### config.mk
export PLATFORM = sky130hd
export DESIGN_NAME = dual_byte_buffer
export DESIGN_NICKNAME = d
export VERILOG_FILES = /design/src/rtl/dbb_pkg.sv /design/src/rtl/lane_gate_reduce.sv /design/src/rtl/lane_powerup_hold.sv /design/src/rtl/lane_drive_stage.sv /design/src/rtl/dual_byte_buffer.sv
export SDC_FILE = /design/constraint.sdc
export NUM_CORES = 1
export LEC_CHECK = 0
export BUFFER_PORTS_ARGS = -buffer_cell sky130_fd_sc_hd__buf_2
export CAP_MARGIN = 10
export CORE_MARGIN = 10
export CORE_UTILIZATION = 25
export DETAILED_ROUTE_END_ITERATION = 7
export HOLD_SLACK_MARGIN = 0.03
export PLACE_DENSITY = 0.87
export SYNTH_ARGS = -nofsm -noshare
export SYNTH_HDL_FRONTEND = slang
export SYNTH_HIERARCHICAL = 1
export SYNTH_SLANG_ARGS = --single-unit
### constraint.sdc
create_clock -name clk -period 1.5 [get_ports clk]
set_clock_uncertainty 0.2 [all_clocks]
set_input_delay 0.3 -clock clk [delete_from_list [all_inputs] [get_ports clk]]
set_output_delay 0.3 -clock clk [all_outputs]
set_load 0.03 [all_outputs]
### src/rtl/dbb_pkg.sv
// Package: shared types for the dual-byte gated buffer.
// Assumes: a lane has exactly two hold states after power-up.
package dbb_pkg;

    // Hold state of one lane: held after reset, free once seen idle.
    typedef enum logic {
        LANE_HELD = 1'b0,
        LANE_FREE = 1'b1
    } lane_hold_e;

    // Number of lanes in the block; the top maps them to ports A and B.
    localparam int NUM_LANES = 2;

endpackage

### src/rtl/lane_gate_reduce.sv
// Module: lane_gate_reduce
// Folds a lane's active-low gate inputs into one active-high request.
// Assumes: every gate must be low for the request to be raised.
module lane_gate_reduce #(
    parameter int EN_W = 2
) (
    input  logic [EN_W-1:0] gate_n,
    output logic            req
);

    // Request is high only when no gate is high.
    always_comb begin
        req = ~(|gate_n);
    end

endmodule

### src/rtl/lane_powerup_hold.sv
// Module: lane_powerup_hold
// Keeps a lane blocked after reset until its request is sampled low once.
// Assumes: synchronous active-low reset; request is stable around clk.
module lane_powerup_hold
    import dbb_pkg::*;
(
    input  logic clk,
    input  logic rst_n,
    input  logic req,
    output logic free
);

    lane_hold_e state_q;
    lane_hold_e state_d;

    // Next state: leave HELD only on an idle sample; FREE is sticky.
    always_comb begin
        state_d = state_q;
        if (state_q == LANE_HELD && !req) begin
            state_d = LANE_FREE;
        end
    end

    // State register with synchronous reset to HELD.
    always_ff @(posedge clk) begin
        if (!rst_n) begin
            state_q <= LANE_HELD;
        end else begin
            state_q <= state_d;
        end
    end

    // Expose the free flag.
    always_comb begin
        free = (state_q == LANE_FREE);
    end

endmodule

### src/rtl/lane_drive_stage.sv
// Module: lane_drive_stage
// Models a three-state output lane as value plus per-bit drive.
// Assumes: an undriven bit reports value 0.
module lane_drive_stage #(
    parameter int DATA_W = 9
) (
    input  logic              oe,
    input  logic [DATA_W-1:0] din,
    output logic [DATA_W-1:0] dout,
    output logic [DATA_W-1:0] drv
);

    // One slice per output bit.
    for (genvar i = 0; i < DATA_W; i++) begin : g_bit
        assign dout[i] = din[i] & oe;
        assign drv[i]  = oe;
    end

endmodule

### src/rtl/dual_byte_buffer.sv
// Module: dual_byte_buffer (top)
// Two independent non-inverting three-state lanes (A, B), each gated by
// a pair of active-low inputs and blocked after reset until idle is seen.
// Assumes: outputs are modelled as value + drive; test override is external.
module dual_byte_buffer
    import dbb_pkg::*;
#(
    parameter int DATA_W = 9,
    parameter int EN_W   = 2
) (
    input  logic              clk,
    input  logic              rst_n,
    input  logic [DATA_W-1:0] a_din,
    input  logic [EN_W-1:0]   a_en_n,
    input  logic [DATA_W-1:0] b_din,
    input  logic [EN_W-1:0]   b_en_n,
    output logic [DATA_W-1:0] a_dout,
    output logic [DATA_W-1:0] a_drv,
    output logic [DATA_W-1:0] b_dout,
    output logic [DATA_W-1:0] b_drv,
    output logic              a_oe,
    output logic              b_oe
);

    localparam int NL = NUM_LANES;

    logic [DATA_W-1:0] din_l  [NL];
    logic [EN_W-1:0]   gate_l [NL];
    logic [DATA_W-1:0] dout_l [NL];
    logic [DATA_W-1:0] drv_l  [NL];
    logic [NL-1:0]     req_l;
    logic [NL-1:0]     free_l;
    logic [NL-1:0]     oe_l;

    // Map ports onto lane arrays.
    assign din_l[0]  = a_din;
    assign din_l[1]  = b_din;
    assign gate_l[0] = a_en_n;
    assign gate_l[1] = b_en_n;

    // One fully independent lane per byte.
    for (genvar l = 0; l < NL; l++) begin : g_lane
        lane_gate_reduce #(.EN_W(EN_W)) u_reduce (
            .gate_n (gate_l[l]),
            .req    (req_l[l])
        );

        lane_powerup_hold u_hold (
            .clk   (clk),
            .rst_n (rst_n),
            .req   (req_l[l]),
            .free  (free_l[l])
        );

        // Effective enable: requested and released from hold.
        assign oe_l[l] = req_l[l] & free_l[l];

        lane_drive_stage #(.DATA_W(DATA_W)) u_drive (
            .oe   (oe_l[l]),
            .din  (din_l[l]),
            .dout (dout_l[l]),
            .drv  (drv_l[l])
        );
    end

    // Map lane arrays back to ports.
    assign a_dout = dout_l[0];
    assign a_drv  = drv_l[0];
    assign b_dout = dout_l[1];
    assign b_drv  = drv_l[1];
    assign a_oe   = oe_l[0];
    assign b_oe   = oe_l[1];

endmodule

==> key figures <==
Run status
  – Outcome: complete, but fails checks
  – Failing checks: negative setup slack

Finish
  – # diodes: 0
  – Fill cells: 104
  – Fin util: 0.684
  – Layout cells sized above 1: 0.959
  – Area taken by multi-input logic gates: 230 sq um
  – Nets: 123
  – Area Overhead vs Synth: 163%
  – Register Area: 42.5 sq um
  – Max reg flops: 2
  – Fin area: 868 sq um

Routing
  – Vias: 455
  – Post-Route WL: 1840 um
  – Post-route DRC: 0
  – Via density: 4.06
  – First-pass iteration count of the detailed router: 3
  – Routed Antenna Nets: 0
  – Routed wire per std cell: 16.4 um
  – Initial DRC Count: 2

Power and ir drop
  – Power density cells: 467 nW/um^2
  – Worst vdd ir: 0.000304 V
  – Leakage: 0.000489 uW

Logic synthesis
  – Library cells used by synthesis: 6
  – Synth warn: 6
  – Synth cell count leaders: and2_1, buf_4
  – Top area cells in the synthesized netlist: buf_4, and2_1, dfxtp_1, a21boi_1, inv_1
  – Synth Net Count: 70
  – Post-synth top area cell: buf_4
  – Seq/Total Area, Yosys: 0.121
  – Number of flops mapped to enable cells by yosys: 0
  – Asr flop ratio synth: 0
  – Most common cell in the netlist: and2_1
  – Flops & latches, synth: 2
  – Cell Area, Synth: 330 sq um
  – Area fraction of the dominant cell type after synthesis: 0.409
  – Most used flip-flop cell after synthesis: dfxtp_1
  – Mean post-synth cell area: 7.18 sq um
  – Synthesized netlist cell count: 46

Timing
  – Setup Viol. Count Final: 16
  – Minimum clock period: 1.52 ns
  – Unrepaired setup endpoints after global routing: true
  – Max Slew Vio Count: 0
  – PnR worst setup slack: -0.0197 ns
  – F_max: 0.658 GHz
  – Fin Hold WS: 0.144 ns
  – Fin Setup TNS: -0.181 ns
  – Worst slew pin tran: 0.165 ns
  – Final Hold Vio Count: 0
  – Period utilization: 1.01
  – Worst slew margin: 0.891

Global route
  – Largest net degree at the start of global routing: 8
  – Initial antenna violation count: 0
  – Gr usage total: 0.111
  – Grt total ovfl: 0
  – First-pass GRT wire length: 2830 um
  – Vias in the first global route: 553

Clock network
  – Clock root cell: clkbuf_4
  – CTS sink cnt: 2
  – CTS clk-pin slew, worst paths: 0.03 ns
  – CTS tree: done
  – CTS Buf Count: 3
  – Post-CTS Setup Inserts: 0
  – Clock latency on the worst-skew pair: 0.22 ns
  – Hold-fix buffers, CTS: 0
  – CTS max path bufs: 2
  – CTS H-tree depth: 1

Critical path
  – Arr. time, crit path: 1.02 ns
  – Critical path peak fanout: 7
  – Critical path type: reg -> out
  – CP startpoint kind: flip-flop
  – CP required: 1.00 ns
  – CP Capture Type: output pin

Die
  – Io pins: 62
  – Die Span Y: 56.4 um
  – DIE AREA: 3180 sq um
  – Die X-Extent: 56.4 um
  – Core footprint: 1270 sq um
  – Num rows: 13
  – Initial core utilization: 0.260

Placement
  – Port Buf Inserts: 61
  – GP Congestion: 0.663
  – DP Area: 569 sq um
  – Setup WS pre-CTS: -0.0907 ns
  – Detailed placement HPWL: 1290 um

Hold path
  – Hold WC Path Type: in -> reg

Run
  – Max Cap Viol: 0
-- per-stage QoR --
step	instances	total power, uW
6_report	112	405
5_1_grt	112	426
4_1_cts	112	408
3_5_place_dp	107	224
3_3_place_gp	107	221
2_1_floorplan	46	182
-- path summary, 6_finish.rpt --
| check | from | to | slack (ns) | cells after the start |
|---|---|---|---|---|
| max | g_lane[1].u_hold/free$_SDFFE_PN0P_ | b_dout[1] | -0.02 | 3 |
| max reg2reg | g_lane[1].u_hold/free$_SDFFE_PN0P_ | g_lane[1].u_hold/free$_SDFFE_PN0P_ | 0.75 | 2 |
| min | rst_n | g_lane[0].u_hold/free$_SDFFE_PN0P_ | 0.14 | 2 |
| min reg2reg | g_lane[1].u_hold/free$_SDFFE_PN0P_ | g_lane[1].u_hold/free$_SDFFE_PN0P_ | 0.25 | 2 |
-- power breakdown --
part / switching (uW) / leakage [uW] / internal [uW]
clock network: 28.1 / 0.0000138 / 88.0
logic: 120 / 0.000458 / 108
registers: 2.75 / 0.0000170 / 58.2
-- kinds of logic after synthesis --
kind of cell	Yosys count	share of synthesized area
compound gates	2	0.0454
flops	2	0.121
buf+inv	20	0.432
simple gates	22	0.402
-- final cells by class --
class | count | share of cell area
Timing Repair Buffer | 64 | 0.630
Sequential cell | 2 | 0.0490
Multi-Input combinational cell | 26 | 0.265
Inverter | 2 | 0.00865
Tap cell | 15 | 0.0216
Clock buffer | 3 | 0.0259
-- repair_timing --
| action | CTS | global route |
|---|---|---|
| pin swaps | 3 | 2 |
| setup endpoints to repair | 31 | 31 |
| gates cloned | 2 | 0 |
| resized for setup | 90 | 4 |
-- layer usage --
layer	share of wire	GRT usage	vias up
li1	-	-	226
met1	0.26	0.0808	212
met2	0.68	0.254	17
met3	0.059	0.0247	0
met4	0	0.0412	0
met5	0	0	-
-- critical path, stage by stage, from the launching register on --
cell	delay (ns)
dfxtp_2	0.32
and2_4	0.20
and2_4	0.15
buf_6	0.12
-- cells in the final DEF (no fill, tap or decap) --
cell      count
dfxtp_2       2
buf_6        31
inv_1         2
buf_4         1
nor2_4        2
clkbuf_4      3
and2_4       22
buf_8         3
buf_2        29
a21boi_1      2
No activity file was read; power rests on OpenSTA's default activity.
